File: src/rtl/frame_seq_pkg.sv
package frame_seq_pkg;

    typedef enum logic [2:0] {
        S_CLEAR = 3'd0,
        S_TEST  = 3'd1,
        S_WAIT  = 3'd2,
        S_COPY  = 3'd3,
        S_SHOW  = 3'd4
    } seq_state_t;

    typedef enum logic [1:0] {
        TONE_OFF   = 2'd0,
        TONE_RED   = 2'd1,
        TONE_GREEN = 2'd2,
        TONE_BLUE  = 2'd3
    } tone_t;

endpackage

File: src/rtl/addr_sweep.sv
module addr_sweep #(
    parameter int DEPTH  = 16,
    parameter int ADDR_W = $clog2(DEPTH)
) (
    input  logic              clk,
    input  logic              rst_n,
    input  logic              run,
    output logic [ADDR_W-1:0] addr,
    output logic              last
);
    localparam logic [ADDR_W-1:0] LAST_ADDR = ADDR_W'(DEPTH - 1);

    logic [ADDR_W-1:0] cnt_d, cnt_q;

    always_comb begin
        cnt_d = cnt_q;
        if (run) cnt_d = (cnt_q == LAST_ADDR) ? '0 : cnt_q + ADDR_W'(1);
    end

    always_ff @(posedge clk) begin
        if (!rst_n) cnt_q <= '0;
        else        cnt_q <= cnt_d;
    end

    assign addr = cnt_q;
    assign last = (cnt_q == LAST_ADDR);

    // consecutive addresses while sweeping, wrap to zero after the end
    a_r6_sweep_steps: assert property (@(posedge clk) disable iff (!rst_n)
        (run && !last) |=> (addr == $past(addr) + ADDR_W'(1)));
    a_r6_sweep_wraps: assert property (@(posedge clk) disable iff (!rst_n)
        (run && last) |=> (addr == '0));

endmodule

File: src/rtl/tone_timer.sv
module tone_timer
    import frame_seq_pkg::*;
#(
    parameter int HOLD_W = 4
) (
    input  logic              clk,
    input  logic              rst_n,
    input  logic              run,
    input  logic              tick,
    input  logic [HOLD_W-1:0] hold,
    output tone_t             colour,
    output logic              finished
);
    typedef struct packed {
        tone_t             tone;
        logic [HOLD_W-1:0] frm;
    } tone_reg_t;

    tone_reg_t r_q, r_d;
    logic [HOLD_W-1:0] hold_eff;

    assign hold_eff = (hold == '0) ? HOLD_W'(1) : hold;

    always_comb begin
        r_d      = r_q;
        finished = 1'b0;
        if (!run) begin
            r_d.tone = TONE_RED;
            r_d.frm  = '0;
        end else if (tick) begin
            if (r_q.frm == hold_eff - HOLD_W'(1)) begin
                r_d.frm = '0;
                if (r_q.tone == TONE_BLUE) begin
                    finished = 1'b1;
                    r_d.tone = TONE_RED;
                end else begin
                    r_d.tone = tone_t'(r_q.tone + 2'd1);
                end
            end else begin
                r_d.frm = r_q.frm + HOLD_W'(1);
            end
        end
    end

    always_ff @(posedge clk) begin
        if (!rst_n) r_q <= '{tone: TONE_RED, frm: '0};
        else        r_q <= r_d;
    end

    assign colour = run ? r_q.tone : TONE_OFF;

    // after blue completes, the display leaves the test colours
    a_r2_off_after_blue: assert property (@(posedge clk) disable iff (!rst_n)
        finished |=> (colour == TONE_OFF));

endmodule

File: src/rtl/frame_seq_ctrl.sv
module frame_seq_ctrl
    import frame_seq_pkg::*;
#(
    parameter int DEPTH  = 16,
    parameter int DATA_W = 24,
    parameter int HOLD_W = 4,
    localparam int ADDR_W = $clog2(DEPTH)
) (
    input  logic              clk,
    input  logic              rst_n,
    input  logic [HOLD_W-1:0] hold_frames,
    input  logic              scan_frame_end,
    output logic              scan_run,
    output logic [1:0]        test_color,
    input  logic              host_drdy,
    input  logic              host_davail,
    output logic              host_ready,
    output logic              area_sel,
    output logic [ADDR_W-1:0] stg_rd_addr,
    input  logic [DATA_W-1:0] stg_rd_data,
    output logic              fs_wr_en,
    output logic [ADDR_W-1:0] fs_wr_addr,
    output logic [DATA_W-1:0] fs_wr_data
);
    typedef struct packed {
        seq_state_t        st;
        logic              pend;
        logic              rdy;
        logic              area;
        logic              wen;
        logic [ADDR_W-1:0] wadr;
        logic              wsrc;
        logic              done;
    } ctl_t;

    ctl_t r_q, r_d;

    logic              sweep_run, sweep_last, tone_done;
    logic [ADDR_W-1:0] sweep_addr;
    tone_t             tone;

    assign sweep_run = ((r_q.st == S_CLEAR) || (r_q.st == S_COPY)) && !r_q.done;

    addr_sweep #(.DEPTH(DEPTH), .ADDR_W(ADDR_W)) u_sweep (
        .clk  (clk),
        .rst_n(rst_n),
        .run  (sweep_run),
        .addr (sweep_addr),
        .last (sweep_last)
    );

    tone_timer #(.HOLD_W(HOLD_W)) u_tone (
        .clk     (clk),
        .rst_n   (rst_n),
        .run     (r_q.st == S_TEST),
        .tick    (scan_frame_end),
        .hold    (hold_frames),
        .colour  (tone),
        .finished(tone_done)
    );

    always_comb begin
        r_d      = r_q;
        r_d.wen  = sweep_run;
        r_d.wadr = sweep_addr;
        r_d.wsrc = (r_q.st == S_COPY);
        r_d.done = sweep_run && sweep_last;
        case (r_q.st)
            S_CLEAR: if (r_q.done) r_d.st = S_TEST;
            S_TEST: begin
                if (tone_done) begin
                    r_d.st  = S_WAIT;
                    r_d.rdy = 1'b1;
                end
            end
            S_WAIT: begin
                if (host_drdy) begin
                    r_d.pend = 1'b1;
                    r_d.rdy  = 1'b0;
                end
                if ((r_q.pend || host_drdy) && scan_frame_end) begin
                    r_d.st   = S_COPY;
                    r_d.pend = 1'b0;
                end
            end
            S_COPY: begin
                if (r_q.done) begin
                    r_d.st   = S_SHOW;
                    r_d.rdy  = 1'b1;
                    r_d.area = ~r_q.area;
                end
            end
            S_SHOW: if (host_davail) r_d.st = S_WAIT;
            default: r_d.st = S_CLEAR;
        endcase
    end

    always_ff @(posedge clk) begin
        if (!rst_n) r_q <= '{st: S_CLEAR, wadr: '0, default: 1'b0};
        else        r_q <= r_d;
    end

    assign scan_run    = (r_q.st == S_TEST) || (r_q.st == S_WAIT) || (r_q.st == S_SHOW);
    assign test_color  = tone;
    assign host_ready  = r_q.rdy;
    assign area_sel    = r_q.area;
    assign stg_rd_addr = sweep_addr;
    assign fs_wr_en    = r_q.wen;
    assign fs_wr_addr  = r_q.wadr;
    assign fs_wr_data  = r_q.wsrc ? stg_rd_data : '0;

    // clear writes carry zero data
    a_r1_clear_writes_zero: assert property (@(posedge clk) disable iff (!rst_n)
        (r_q.st == S_CLEAR && fs_wr_en) |-> (fs_wr_data == '0));
    // the frame store is never written while the panel refreshes
    a_r6_no_write_while_scanning: assert property (@(posedge clk) disable iff (!rst_n)
        fs_wr_en |-> !scan_run);
    // a request in the wait state drops ready on the next cycle
    a_r4_ready_drops: assert property (@(posedge clk) disable iff (!rst_n)
        (r_q.st == S_WAIT && host_drdy) |=> !host_ready);
    // a copy is entered only from a frame-end pause point
    a_r5_copy_at_frame_end: assert property (@(posedge clk) disable iff (!rst_n)
        (r_q.st == S_COPY && $past(r_q.st) == S_WAIT) |-> $past(scan_frame_end));
    // the area flag moves only as a copy completes
    a_r7_area_flips_on_copy_end: assert property (@(posedge clk) disable iff (!rst_n)
        !$stable(area_sel) |-> ($past(r_q.st) == S_COPY && host_ready));

endmodule

File: config.mk
export PLATFORM = sky130hd
export DESIGN_NAME = frame_seq_ctrl
export DESIGN_NICKNAME = d
export VERILOG_FILES = /design/src/rtl/frame_seq_pkg.sv /design/src/rtl/addr_sweep.sv /design/src/rtl/tone_timer.sv /design/src/rtl/frame_seq_ctrl.sv
export SDC_FILE = /design/constraint.sdc
export NUM_CORES = 1
export LEC_CHECK = 0
export ABC_AREA = 1
export ABC_CLOCK_PERIOD_IN_PS = 4500
export BUFFER_PORTS_ARGS = -buffer_cell sky130_fd_sc_hd__buf_2
export CORE_MARGIN = 2
export CORE_UTILIZATION = 49
export DETAILED_ROUTE_END_ITERATION = 8
export GPL_TIMING_DRIVEN = 0
export PLACE_DENSITY = 0.93
export SLEW_MARGIN = 40
export SYNTH_ARGS = -nofsm -noshare
export SYNTH_HDL_FRONTEND = slang
export SYNTH_SLANG_ARGS = --single-unit
File: constraint.sdc
create_clock -name clk -period 4.5 [get_ports clk]
set_input_delay 0.45 -clock clk [delete_from_list [all_inputs] [get_ports clk]]
set_output_delay 0.45 -clock clk [all_outputs]
set_load 0.1 [all_outputs]
* Word-level counts from Yosys, hierarchy flattened *
Cells that the tools add are included.

operators by class
  reduce and logical (&&, ||, !) cells = 18
  magnitude comparators = 0
  $mul = 0
  multiplexer cells = 20
  equal/unequal tests = 13
  divide/modulo/power cells = 0
  $add $sub $neg = 4
  bitwise logic cells = 1
  shift operators = 0

operator list
  kind                                              number
  2-to-1 mux 24 bit                                 1
  2-to-1 mux 4 bit                                  4
  one-hot mux 3 bit (5 select lines)                1
  2-to-1 mux 3 bit                                  4
  inequality test 2 bit, second input constant      6
  adder 4 x 1 -> 4 bit, second input constant       2
  2-to-1 mux 2 bit                                  4
  AND reduction 2 bit                               4
  == test 3 x 2 -> 1 bit, second input constant     2
  2-to-1 mux 1 bit                                  5
  AND reduction 5 bit                               1
  == test 4 bit                                     1
  == test 4 bit, second input constant              1
  logical NOT 4 bit                                 1
  logical OR 1 bit                                  4
  AND reduction 4 bit                               1
  subtractor 4 x 1 -> 4 bit, second input constant  1
  == test 3 x 1 -> 1 bit, second input constant     1
  == test 3 bit, second input constant              1
  logical AND 1 bit                                 3
  logical NOT 3 bit                                 1
  one-hot mux 1 bit (3 select lines)                1
  nonzero test 3 bit                                1
  adder 2 x 1 -> 2 bit, second input constant       1
  4 further kinds                                   4

word-level totals
  memories = 0
  output and inout port bits = 38
  input bits = 33
  bits in read-only memories = 0
  word-level logic and storage cells = 67
  latch bits = 0
  bits in writable memories = 0
  register bits = 23

* Logic depth before layout (Yosys ltp) *
Gate-level depths: netlist of the first run.

  depth after elaboration = 9
  mapped depth = 15
  mapped depth without buffers = 15

* By module *
Synthesis of the first run repeated with hierarchy kept, for this count alone.

unflattened totals
  cells, all modules = 243
  area total of the unflattened synthesis = 1,477.7 sq um

modules (own cells, without submodules)
  module          area each (sq um)  instances  seq. area each (sq um)  cells each
  frame_seq_ctrl  817.0              1          260.2                   139
  tone_timer      465.4              1          120.1                   75
  addr_sweep      195.2              1          80.1                    29

* Worst setup path after synthesis of the first run *
Ideal clock, no wire load.

  path kind = reg-to-output
  start point = register r_q[10] in the netlist's numbering
  end point = output test_color[0]
  data arrival time = 1,960 ps
  setup slack = 2,090 ps
  cell stages (with the launch flop) = 5
  required time = 4,050 ps
  path through = dfxtp_1 inv_1 nor3_2 inv_1 nor2_1

on the way
  longest elaborated chain between the ends = 2

ends and longest elaborated chain
  element                   line                   RTL
  start: declaration        frame_seq_ctrl.sv:36   ctl_t r_q, r_d;
  start signal: assignment  frame_seq_ctrl.sv:100  else r_q <= r_d;
  == test 3 x 1 -> 1 bit    frame_seq_ctrl.sv:55   .run (r_q.st == S_TEST),
  2-to-1 mux 2 bit          tone_timer.sv:50       assign colour = run ? r_q.tone : TONE_OFF;
  end: declaration          frame_seq_ctrl.sv:14   output logic [1:0] test_color,

Every way passes these cells.

* Worst setup path after layout of the first run *
  start point = register r_q[10] in the netlist's numbering
  end point = output test_color[1]

Same word-level chain as after synthesis.

==> summary.md, run 1 <==
### Cells and area
• Antenna Diode Count: 0
• count of filler cells inserted in the layout: 246
• area of the multi-input gates: 662 um^2
• synthesis-to-layout area growth: 29.2%
• non-filler cells in the finished layout: 322
• count of nets after finishing: 330
• fraction of layout instances using a drive strength above 1: 0.323
• sequential cell area: 460 um^2
• fin area: 0.00182 mm^2
• final design utilization: 0.666

### Critical path
• most prevalent standard cell on the critical path: inv_1
• Crit path largest cell delay: 0.44 ns
• critical path type: flop to output pin
• worst-path maximum fanout: 5
• endpoint arrival time on the critical path: 1.67 ns
• sequence of cells on the critical path: inv_1, nor3_2, inv_1, nor2_1, buf_2
• required arrival time at the worst endpoint: 4.05 ns
• Startpoint Class: flop
• crit-path leading delay family: buffers and inverters
• type of destination of the critical path: output pin
• highest-delay cell along the critical path: dfxtp_1
• Crit path buffers/inverters: 3

### Synth
• Yosys warning count: 0
• leading register cell type out of synthesis: dfxtp_1
• count of distinct cell types in the synthesized netlist: 27
• proportion of register bits with asynchronous set or reset after synthesis: 0
• Avg Inst Size Synth: 6.46 um^2
• number of enable-type register cells in the synthesized netlist: 0
• number of nets produced by synthesis: 256
• flip-flop and latch count after synthesis: 23
• post-synthesis cell area: 0.00141 mm^2
• leading post-synthesis cells by cell area: dfxtp_1 33%, nand2_1 15%, inv_1 14%
• biggest area consumer among synthesized cells: dfxtp_1
• Mapped Cells: 218
• portion of the post-synthesis area used by sequential elements: 0.327
• proportion of netlist area held by the largest area contributor: 0.327

### Clock network
• clock transition time at the flip-flop clock pins of the worst setup and hold paths: 0.13 ns
• # clock sinks: 23
• # resized after CTS: 0
• buffers from clock root to sink, at most: 2
• cts bufs inserted: 3
• number of levels in the clock H-tree: 1
• worst-skew pair later-pin latency: 0.31 ns
• TritonCTS clock tree: done
• hold buffer count at CTS: 0
• Clk Tree Root Cell: clkbuf_4
• Post-CTS Setup Repair Bufs: 0

### Place
• post-placement setup slack: 2.39 ns
• count of placed standard cells including taps: 318
• final weighted congestion in routability-driven placement: 0.862
• count of buffers inserted at the top-level ports: 69
• placed cell areas: 0.00179 mm^2
• HPWL after detailed placement: 2.36 mm

### Floorplanning
• area enclosed by the die boundary: 0.00332 mm^2
• number of top-level design ports: 71
• Row Count: 19
• Core Footprint: 0.00273 mm^2
• initial cell density of the core: 0.515
• chip height: 57.6 um
• Die X: 57.6 um

### Detailed routing
• iteration count of the initial detailed-routing pass: 4
• via total after detailed routing: 1,487
• number of vias per cell after detailed routing: 4.62
• remaining design rule violation count: 0
• per-cell routed wire length: 9.25 um
• routed wire length: 2.98 mm
• initial drt markers: 31
• count of nets left with antenna violations after detail routing: 0

### STA
• unrepaired setup endpoints after global routing: no
• crit share post-route: 0.471
• min cycle time layout: 2.12 ns
• headroom to the max-slew limit: 0.671
• final number of hold-violating endpoints: 0
• TNS Setup: 0 ns
• final worst hold slack: 0.400 ns
• Setup Skew: 0.00223 ns
• max-slew violation total from the final report: 0
• f_max: 472 MHz
• Least-Margin Pin Slew: 0.496 ns
• post-route setup slack: 2.38 ns
• Setup Viol. Count Final: 0

### Status
• outcome: completed

### Global routing
• vias in the first global route: 1,192
• antenna violations before repair: 0
• Total GRT Usage: 0.179
• maximum number of pins on one net before global-route repair: 14
• first-pass GRT wire length: 4.76 mm
• remaining global-route overflow: 0

### Pwr
• overall power after layout: 861 uW
• cell area power density: 473 mW/mm^2
• leakage power of the design: 1.25 nW
• worst voltage drop across the vdd grid: 0.418 mV

### Worst hold path
• path category of the worst min-delay check: input port to flop

### Run
• maxcap violations: 0

==> cells in the final DEF, fill, tap and decap left out <==
cell      Yosys  layout
a21boi_1      1       1
a21oi_1      11      11
a221oi_1      1       1
buf_2         0      69
buf_4         8       8
clkbuf_1      2       2
clkbuf_4      0       3
clkbuf_8      1       1
clkinv_2      0       1
dfxtp_1      23      23
ha_1          5       5
inv_1        51      51
inv_2         2       2
inv_4         1       1
nand2_1      56      56
nand2_2       4       4
nand3_1      11      11
nand3b_1      2       2
nand4_2       1       1
nor2_1       21      21
nor2_2        1       1
nor2_8        2       2
nor3_1        3       3
nor3_2        1       1
o211ai_1      1       1
o21ai_0       3       3
o21ai_1       2       2
o22ai_1       2       2
or2_1         1       1
xor2_1        1       1
==> cells in the mapped netlist (all sizes together) (2+ instances only) <==
| cell type | number |
|---|---|
| nand2 | 60 |
| inv | 54 |
| nor2 | 24 |
| dfxtp | 23 |
| a21oi | 11 |
| nand3 | 11 |
| buf | 8 |
| ha | 5 |
| o21ai | 5 |
| nor3 | 4 |
| clkbuf | 3 |
| nand3b | 2 |
| o22ai | 2 |
==> area by class of cell <==
class / count / share of cell area
buffer: 11 / 0.0447
clock inverter: 1 / 0.00275
clock buffer: 3 / 0.0124
sequential: 23 / 0.253
multi-input combinational: 130 / 0.364
tap: 31 / 0.0213
inverter: 54 / 0.113
timing repair buffer: 69 / 0.190
==> per-layer routing <==
layer / vias up / share of wire / track usage
met5: - / 0 / 0
met4: 0 / 0.011 / 0.0797
met3: 4 / 0.10 / 0.0223
met2: 64 / 0.47 / 0.331
met1: 622 / 0.41 / 0.203
li1: 797 / - / -
==> sequential cells by signal, summed over array words and instances (netlist names) <==
name and cells:
r_q 6, host_ready 1, u_sweep.addr 4, fs_wr_addr 4, u_tone.r_q 6, fs_wr_en 1
area_sel 1
==> power by group <==
group / switching [mW] / total (mW) / internal [mW]
clock: 0.0632 / 0.0965 / 0.0332
sequential: 0.0271 / 0.263 / 0.236
combinational: 0.392 / 0.501 / 0.110
==> kinds of logic after synthesis <==
group | count (synthesis) | synth area share
AO/OA/AOI/OAI | 21 | 0.0826
XOR/XNOR | 1 | 0.00622
adder cells (fa/ha/maj) | 5 | 0.0444
buffers and inverters | 65 | 0.203
flip-flops | 23 | 0.327
AND/OR/NAND/NOR | 103 | 0.337
==> worst paths after layout <==
check	start	end	slack, ns	depth (start not counted)
worst max-delay path	r_q[10]$_SDFFE_PN0P_	test_color[1]	2.38	5
worst min-delay path	rst_n	r_q[10]$_SDFFE_PN0P_	0.40	3
worst max register to register	r_q[10]$_SDFFE_PN0P_	r_q[11]$_SDFFE_PN0P_	3.11	9
worst min register to register	area_sel$_SDFFE_PN0P_	area_sel$_SDFFE_PN0P_	0.47	2
==> worst register-to-register path, cell delays in order, from the launching register on <==
cell     delay, ns
dfxtp_1       0.44
nor2_1        0.11
nand2_1       0.11
nor2_1        0.05
inv_1         0.07
o21ai_0       0.09
nor2_1        0.21
nand3_1       0.11
nand2_1       0.07
nor2_1        0.03
Power figures use the tool's default switching activity.
==> run 2, diff against run 1 <==
--- a/config.mk
+++ b/config.mk
@@ -6,13 +6,13 @@
 export NUM_CORES = 1
 export LEC_CHECK = 0
 export ABC_AREA = 1
-export ABC_CLOCK_PERIOD_IN_PS = 4500
+export ABC_CLOCK_PERIOD_IN_PS = 2100
 export BUFFER_PORTS_ARGS = -buffer_cell sky130_fd_sc_hd__buf_2
 export CORE_MARGIN = 2
-export CORE_UTILIZATION = 49
+export CORE_UTILIZATION = 45
 export DETAILED_ROUTE_END_ITERATION = 8
 export GPL_TIMING_DRIVEN = 0
-export PLACE_DENSITY = 0.93
+export PLACE_DENSITY = 0.87
 export SLEW_MARGIN = 40
 export SYNTH_ARGS = -nofsm -noshare
 export SYNTH_HDL_FRONTEND = slang
==> constraint.sdc (replaced) <==
create_clock -name clk -period 2.1 [get_ports clk]
set_input_delay 0.21 -clock clk [delete_from_list [all_inputs] [get_ports clk]]
set_output_delay 0.21 -clock clk [all_outputs]
set_load 0.1 [all_outputs]
==> run 2 against run 1 <==
  * Sequential cell count did not move
  * Worst hold slack got worse by 0.24 ns
  * First-iteration DRC count rose by 9.7%
  * Critical path depth fell by 1
  * Largest cell class unchanged
  * Setup slack got worse by 2.2 ns
  * Die area rose by 8.3%
==> summary.md, run 2 (synthesis gave the netlist of run 1 again) <==
### Floorplanning
• chip height: 60.0 um, +4.1%
• number of top-level design ports: 71, unchanged
• initial cell density of the core: 0.469, -0.0462
• area enclosed by the die boundary: 0.00359 mm^2, +8.3%
• Die X: 60.0 um, +4.1%
• Core Footprint: 0.00300 mm^2, +9.8%
• Row Count: 20, +1

### Clock network
• buffers from clock root to sink, at most: 2, unchanged
• number of levels in the clock H-tree: 1, unchanged
• Post-CTS Setup Repair Bufs: 0, unchanged
• Clk Tree Root Cell: clkbuf_4
• hold buffer count at CTS: 0, unchanged
• # clock sinks: 23, unchanged
• cts bufs inserted: 3, unchanged
• worst-skew pair later-pin latency: 0.32 ns, about the same
• clock transition time at the flip-flop clock pins of the worst setup and hold paths: 0.13 ns, about the same
• TritonCTS clock tree: done
• # resized after CTS: 0, unchanged

### Worst hold path
• endpoint of the worst hold-timing path: r_q[11]$_SDFFE_PN0P_
• path category of the worst min-delay check: input port to flop
• Hold Crit Depth: 3, unchanged
• min-delay src: rst_n

### STA
• Setup Skew: 0.00223 ns, +0.000000610 ns
• crit share post-route: 0.908
• Least-Margin Pin Slew: 0.489 ns, -0.00699 ns
• f_max: 524 MHz
• Setup Viol. Count Final: 0, unchanged
• final number of hold-violating endpoints: 0, unchanged
• TNS Setup: 0 ns, unchanged
• min cycle time layout: 1.91 ns
• unrepaired setup endpoints after global routing: no
• headroom to the max-slew limit: 0.676, +0.00463
• max-slew violation total from the final report: 0, unchanged

### Critical path
• Reg2Reg Depth: 8, -1
• critical path type: flop to output pin
• R2R Setup Slk: 0.70 ns, -2.41 ns
• endpoint arrival time on the critical path: 1.70 ns, +0.03 ns
• Startpoint Class: flop
• capture point of the worst reg-to-reg path: u_sweep.addr[3]$_SDFFE_PN0P_
• worst-path maximum fanout: 10, +5
• startpoint of the worst-slack reg-to-reg timing path: r_q[10]$_SDFFE_PN0P_
• required arrival time at the worst endpoint: 1.89 ns, -2.16 ns
• type of destination of the critical path: output pin

### Pwr
• switching component of the power: 1.03 mW, +110%
• worst voltage drop across the vdd grid: 0.540 mV, +29%
• register share of total power: 0.307, about the same
• overall power after layout: 1.84 mW, +110%
• cell area power density: 1010 mW/mm^2, +110%
• Comb power frac: 0.580, -0.002
• relative contribution of the clock network to total power: 0.114, +0.002
• cell internal power dissipation: 810 uW, +110%
• net switching fraction of the power: 0.559, -0.000761
• leakage power of the design: 1.25 nW, unchanged

### Status
• outcome: completed

### Cells and area
• synthesis-to-layout area growth: 29.4%
• final design utilization: 0.607, -0.0588
• area of the multi-input gates: 662 um^2, unchanged
• count of filler cells inserted in the layout: 287, +17%
• count of nets after finishing: 330, unchanged
• Antenna Diode Count: 0, unchanged
• most frequent cells in the layout: 69 x buf_2, 56 x nand2_1, 51 x inv_1
• fraction of layout instances using a drive strength above 1: 0.323, unchanged
• most common cell after layout, fill and taps aside: buf_2
• sequential cell area: 460 um^2, unchanged
• registers with the most flip-flops: r_q (6), u_tone.r_q (6)

### Detailed routing
• initial drt markers: 34, +9.7%
• routed wire length: 3.06 mm, +2.8%
• iteration count of the initial detailed-routing pass: 6, +2
• remaining design rule violation count: 0, unchanged
• via total after detailed routing: 1,475, -0.81%
• number of vias per cell after detailed routing: 4.55, -1.4%
• per-cell routed wire length: 9.45 um, +2.1%
• count of nets left with antenna violations after detail routing: 0, unchanged

### Global routing
• Total GRT Usage: 0.171, -0.00807
• maximum number of pins on one net before global-route repair: 14, unchanged
• vias in the first global route: 1,204, +1.0%
• antenna violations before repair: 0, unchanged
• first-pass GRT wire length: 4.63 mm, -2.8%
• remaining global-route overflow: 0, unchanged

### Run
• maxcap violations: 0, unchanged

### Place
• HPWL after detailed placement: 2.49 mm, +5.7%
• count of buffers inserted at the top-level ports: 69, unchanged
• final weighted congestion in routability-driven placement: 0.892, +3.5%

## run 2: cell counts in the layout (fill, tap and decap cells not counted)
Identical to the previous run, type by type.
## run 2: area by class of cell
cell class,instances,share of cell area
Clock buffer,3,0.0124
Tap cell,33,0.0226
Multi-Input combinational cell,130,0.363
Buffer,11,0.0446
Clock inverter,1,0.00275
Sequential cell,23,0.253
Inverter,54,0.113
Timing Repair Buffer,69,0.189
## run 2: power groups by stage
stage / sequential (mW) / clock, mW / combinational [mW]
floorplan: 0.695 / 0 / 0.785
global placement: 0.570 / 0 / 1.06
detailed placement: 0.573 / 0 / 1.07
CTS: 0.563 / 0.214 / 1.07
global route: 0.573 / 0.230 / 1.13
finish: 0.564 / 0.209 / 1.06
## run 2: worst max-delay path: stages, from the launching register on
cell      delay (ns)
dfxtp_1         0.46
clkbuf_1        0.34
nand2_1         0.08
inv_1           0.08
buf_2           0.42
## run 2: worst max-delay path by stage
stage	to	cells past startpoint	slack [ns]	startpoint
final	fs_wr_data[5]	4	0.19	r_q[1]$_SDFF_PN0_
after global routing	fs_wr_data[5]	4	0.08	r_q[1]$_SDFF_PN0_
after CTS	fs_wr_data[22]	4	0.17	r_q[1]$_SDFF_PN0_
after detailed placement	r_q[11]$_SDFFE_PN0P_	15	0.26	hold_frames[1]
after global placement	r_q[10]$_SDFFE_PN0P_	15	0.28	hold_frames[1]
after floorplan	test_color[0]	4	-0.07	r_q[10]$_SDFFE_PN0P_
## run 2: routing by layer
| metal | GRT usage | share of wire | vias up |
|---|---|---|---|
| li1 | - | - | 794 |
| met1 | 0.182 | 0.42 | 611 |
| met2 | 0.315 | 0.47 | 63 |
| met3 | 0.0216 | 0.079 | 7 |
| met4 | 0.102 | 0.024 | 0 |
| met5 | 0 | 0 | - |
## run 2: through the flow
step / instance area (um^2) / hold WS (ns) / cells / worst slack [ns]
floorplan: 1410 / 0.326 / 218 / -0.0704
global placement: 1800 / 0.444 / 320 / 0.276
detailed placement: 1800 / 0.458 / 320 / 0.255
CTS: 1820 / 0.154 / 324 / 0.171
global route: 1820 / 0.156 / 324 / 0.0785
finish: 1820 / 0.156 / 324 / 0.193
==> run 3, diff against run 2 <==
--- a/config.mk
+++ b/config.mk
@@ -9,11 +9,12 @@
 export ABC_CLOCK_PERIOD_IN_PS = 2100
 export BUFFER_PORTS_ARGS = -buffer_cell sky130_fd_sc_hd__buf_2
 export CORE_MARGIN = 2
-export CORE_UTILIZATION = 45
+export CORE_UTILIZATION = 46
 export DETAILED_ROUTE_END_ITERATION = 8
 export GPL_TIMING_DRIVEN = 0
-export PLACE_DENSITY = 0.87
+export PLACE_DENSITY = 0.88
 export SLEW_MARGIN = 40
 export SYNTH_ARGS = -nofsm -noshare
 export SYNTH_HDL_FRONTEND = slang
+export SYNTH_HIERARCHICAL = 1
 export SYNTH_SLANG_ARGS = --single-unit
==> run 3 against run 2 <==
  * Global-route usage shrank 1.2 points
  * Sequential cell count is the same
  * Worst hold slack gained 0.028 ns
  * Synthesized cell count grew 11%
  * Sequential power shrank 6.9%
  * Sequential share of layout area shrank 1.2 points
  * Largest cell class unchanged
==> summary.md, run 3 <==
### Clock network
• Post-CTS Setup Repair Bufs: 0, unchanged
• Clk Tree Root Cell: clkbuf_4
• buffers from clock root to sink, at most: 2, unchanged
• clock transition time at the flip-flop clock pins of the worst setup and hold paths: 0.12 ns, about the same
• # clock sinks: 23, unchanged
• TritonCTS clock tree: done
• cts bufs inserted: 3, unchanged
• number of levels in the clock H-tree: 1, unchanged
• worst-skew pair later-pin latency: 0.30 ns, -0.02 ns

### Floorplanning
• area enclosed by the die boundary: 0.00368 mm^2, +2.4%
• number of top-level design ports: 71, unchanged
• Die X: 60.7 um, +1.2%
• initial cell density of the core: 0.484, +0.0148
• chip height: 60.7 um, +1.2%
• Row Count: 20, unchanged
• Core Footprint: 0.00305 mm^2, +1.7%

### Pwr
• register share of total power: 0.341, +0.034
• cell area power density: 806 mW/mm^2, -20%
• switching component of the power: 792 uW, -23%
• cell internal power dissipation: 749 uW, -7.5%
• relative contribution of the clock network to total power: 0.126, +0.012
• worst voltage drop across the vdd grid: 0.605 mV, +12%
• overall power after layout: 1.54 mW, -16%
• net switching fraction of the power: 0.514, -0.0454
• leakage power of the design: 1.28 nW, +2.4%
• Comb power frac: 0.533, -0.047

### Critical path
• crit-path leading delay family: simple AND/OR/NAND/NOR gates
• launching element of the worst setup path: hold_frames[2]
• Crit path largest cell delay: 0.29 ns, -0.17 ns
• crit path capture: r_q[10]$_SDFFE_PN0P_
• endpoint arrival time on the critical path: 2.12 ns, +0.42 ns
• required arrival time at the worst endpoint: 2.35 ns, +0.46 ns
• startpoint of the worst-slack reg-to-reg timing path: u_tone/r_q[2]$_SDFFE_PN0P_
• Crit path buffers/inverters: 4, +1
• critical path type: input port to flop
• Startpoint Class: input port
• R2R Setup Slk: 0.46 ns, -0.24 ns
• highest-delay cell along the critical path: ha_1
• sequence of cells on the critical path: buf_2, nor2_2, nand2_1, nand2_1, inv_1, ha_1, nand2_1, nand2_1, nor2_2, nand2_1, nor2_2, nand3_2, nor2_1, inv_1, nand4_1, nand2_2, nor2_4, nand2_1, nand2_1, inv_1, nor2_1
• logic depth of the worst path, buffers included: 21, +17
• worst-path maximum fanout: 4, -6
• Reg2Reg Depth: 16, +8
• most prevalent standard cell on the critical path: nand2_1
• capture point of the worst reg-to-reg path: r_q[10]$_SDFFE_PN0P_
• type of destination of the critical path: flop

### Synth
• count of distinct cell types in the synthesized netlist: 25, -7.4%
• number of nets produced by synthesis: 281, +9.8%
• proportion of netlist area held by the largest area contributor: 0.312, -0.0152
• portion of the post-synthesis area used by sequential elements: 0.312, -0.0152
• cell with the most instances after synthesis: nand2_1
• Avg Inst Size Synth: 6.08 um^2, -5.9%
• biggest area consumer among synthesized cells: dfxtp_1
• flip-flop and latch count after synthesis: 23, unchanged
• leading register cell type out of synthesis: dfxtp_1
• commonest cells in the netlist: 78 x nand2_1, 58 x inv_1, 23 x dfxtp_1
• number of enable-type register cells in the synthesized netlist: 0, unchanged
• proportion of register bits with asynchronous set or reset after synthesis: 0, unchanged
• Yosys warning count: 6, +6
• post-synthesis cell area: 0.00148 mm^2, +4.9%
• leading post-synthesis cells by cell area: dfxtp_1 31%, nand2_1 20%, inv_1 15%
• Mapped Cells: 243, +11%

### Worst hold path
• path category of the worst min-delay check: input port to flop
• min-delay src: rst_n

### Place
• placed cell areas: 0.00188 mm^2, +4.9%
• count of buffers inserted at the top-level ports: 70, +1.4%
• HPWL after detailed placement: 2.62 mm, +5.0%
• post-placement setup slack: -0.164 ns, -0.419 ns
• final weighted congestion in routability-driven placement: 0.866, -2.9%
• count of placed standard cells including taps: 357, +12%

### STA
• post-route setup slack: 0.226 ns, +0.0333 ns
• TNS Setup: 0 ns, unchanged
• unrepaired setup endpoints after global routing: no
• Setup Viol. Count Final: 0, unchanged
• min cycle time layout: 1.87 ns, -0.0333 ns
• Setup Skew: 0.00135 ns, -0.000887 ns
• f_max: 534 MHz, +1.8%
• final worst hold slack: 0.183 ns, +0.0278 ns
• max-slew violation total from the final report: 0, unchanged
• crit share post-route: 0.892, -0.0159
• Least-Margin Pin Slew: 0.505 ns, +0.0154 ns
• headroom to the max-slew limit: 0.666, -0.0102
• final number of hold-violating endpoints: 0, unchanged

### Run
• maxcap violations: 0, unchanged

### Cells and area
• fraction of layout instances using a drive strength above 1: 0.306, -0.0170
• most common cell after layout, fill and taps aside: nand2_1
• most frequent cells in the layout: 78 x nand2_1, 70 x buf_2, 58 x inv_1
• count of nets after finishing: 356, +7.9%
• Antenna Diode Count: 0, unchanged
• non-filler cells in the finished layout: 361, +11%
• fin area: 0.00191 mm^2, +4.9%
• registers with the most flip-flops: r_q (6), u_tone/r_q (6)
• synthesis-to-layout area growth: 29.4%, about the same
• final design utilization: 0.626, +0.0191

### Global routing
• first-pass GRT wire length: 4.54 mm, -1.9%
• Total GRT Usage: 0.159, -0.0116
• maximum number of pins on one net before global-route repair: 13, -1
• antenna violations before repair: 0, unchanged
• remaining global-route overflow: 0, unchanged
• vias in the first global route: 1,245, +3.4%

### Detailed routing
• count of nets left with antenna violations after detail routing: 0, unchanged
• number of vias per cell after detailed routing: 4.50, -1.1%
• iteration count of the initial detailed-routing pass: 5, -1
• initial drt markers: 24, -29%
• per-cell routed wire length: 8.61 um, -8.9%
• routed wire length: 3.11 mm, +1.5%
• remaining design rule violation count: 0, unchanged
• via total after detailed routing: 1,625, +10%

### Status
• outcome: completed

[run 3: cell count changes after synthesis, sizes merged, moves of 2 or more]
| cell | before | now |
|---|---|---|
| nand3 | 11 | 16 |
| o22ai | 2 | 0 |
| a21oi | 11 | 9 |
| buf | 8 | 6 |
| nor3 | 4 | 0 |
| inv | 54 | 60 |
| nand2 | 60 | 84 |
[run 3: how the worst min path moves through the flow]
stage               cells after the start  slack (ns)                           end
detailed placement                      2        0.45       host_ready$_SDFFE_PN0P_
finish                                  3        0.18  u_sweep/addr[0]$_SDFFE_PN0P_
global placement                        2        0.43       host_ready$_SDFFE_PN0P_
global route                            3        0.17  u_sweep/addr[0]$_SDFFE_PN0P_
floorplan                               2        0.33  u_sweep/addr[2]$_SDFFE_PN0P_
CTS                                     3        0.17  u_sweep/addr[0]$_SDFFE_PN0P_
[run 3: power groups by stage]
stage / Clock (mW) / Combinational [mW] / Sequential, mW
2_1_floorplan: 0 / 0.476 / 0.745
3_3_place_gp: 0 / 0.813 / 0.535
3_5_place_dp: 0 / 0.822 / 0.536
4_1_cts: 0.207 / 0.824 / 0.526
5_1_grt: 0.226 / 0.882 / 0.532
6_report: 0.195 / 0.821 / 0.525
[run 3: cell families after synthesis]
logic type               synth area share
AND/OR/NAND/NOR                     0.379
flip-flops                          0.312
buffers and inverters               0.193
XOR/XNOR                           0.0119
AO/OA/AOI/OAI                      0.0550
adder cells (fa/ha/maj)            0.0423
multiplexers                      0.00677
[run 3: routing by layer]
metal	track usage	up-vias	share of wire
li1	-	860	-
met1	0.166	707	0.40
met2	0.318	54	0.50
met3	0.0299	4	0.089
met4	0.0435	0	0.0061
met5	0	-	0
[run 3: timing repair]
item / CTS / global route
setup endpoints to repair: 0 / 2
gates resized for setup: 0 / 1
hold buffers: 0 / 0
[run 3: area by class of cell]
class | count | area (um^2)
tap | 44 | 55.1
timing repair buffer | 70 | 350
multi-input combinational | 151 | 734
fill | 308 | 1140
sequential | 23 | 460
clock buffer | 4 | 26.3
buffer | 8 | 56.3
inverter | 61 | 229
[run 3: tightest hold or removal path: cells and delay by family]
kind	cells	cell delay (ns)
simple gates	2	0.11
buf+inv	1	0.14
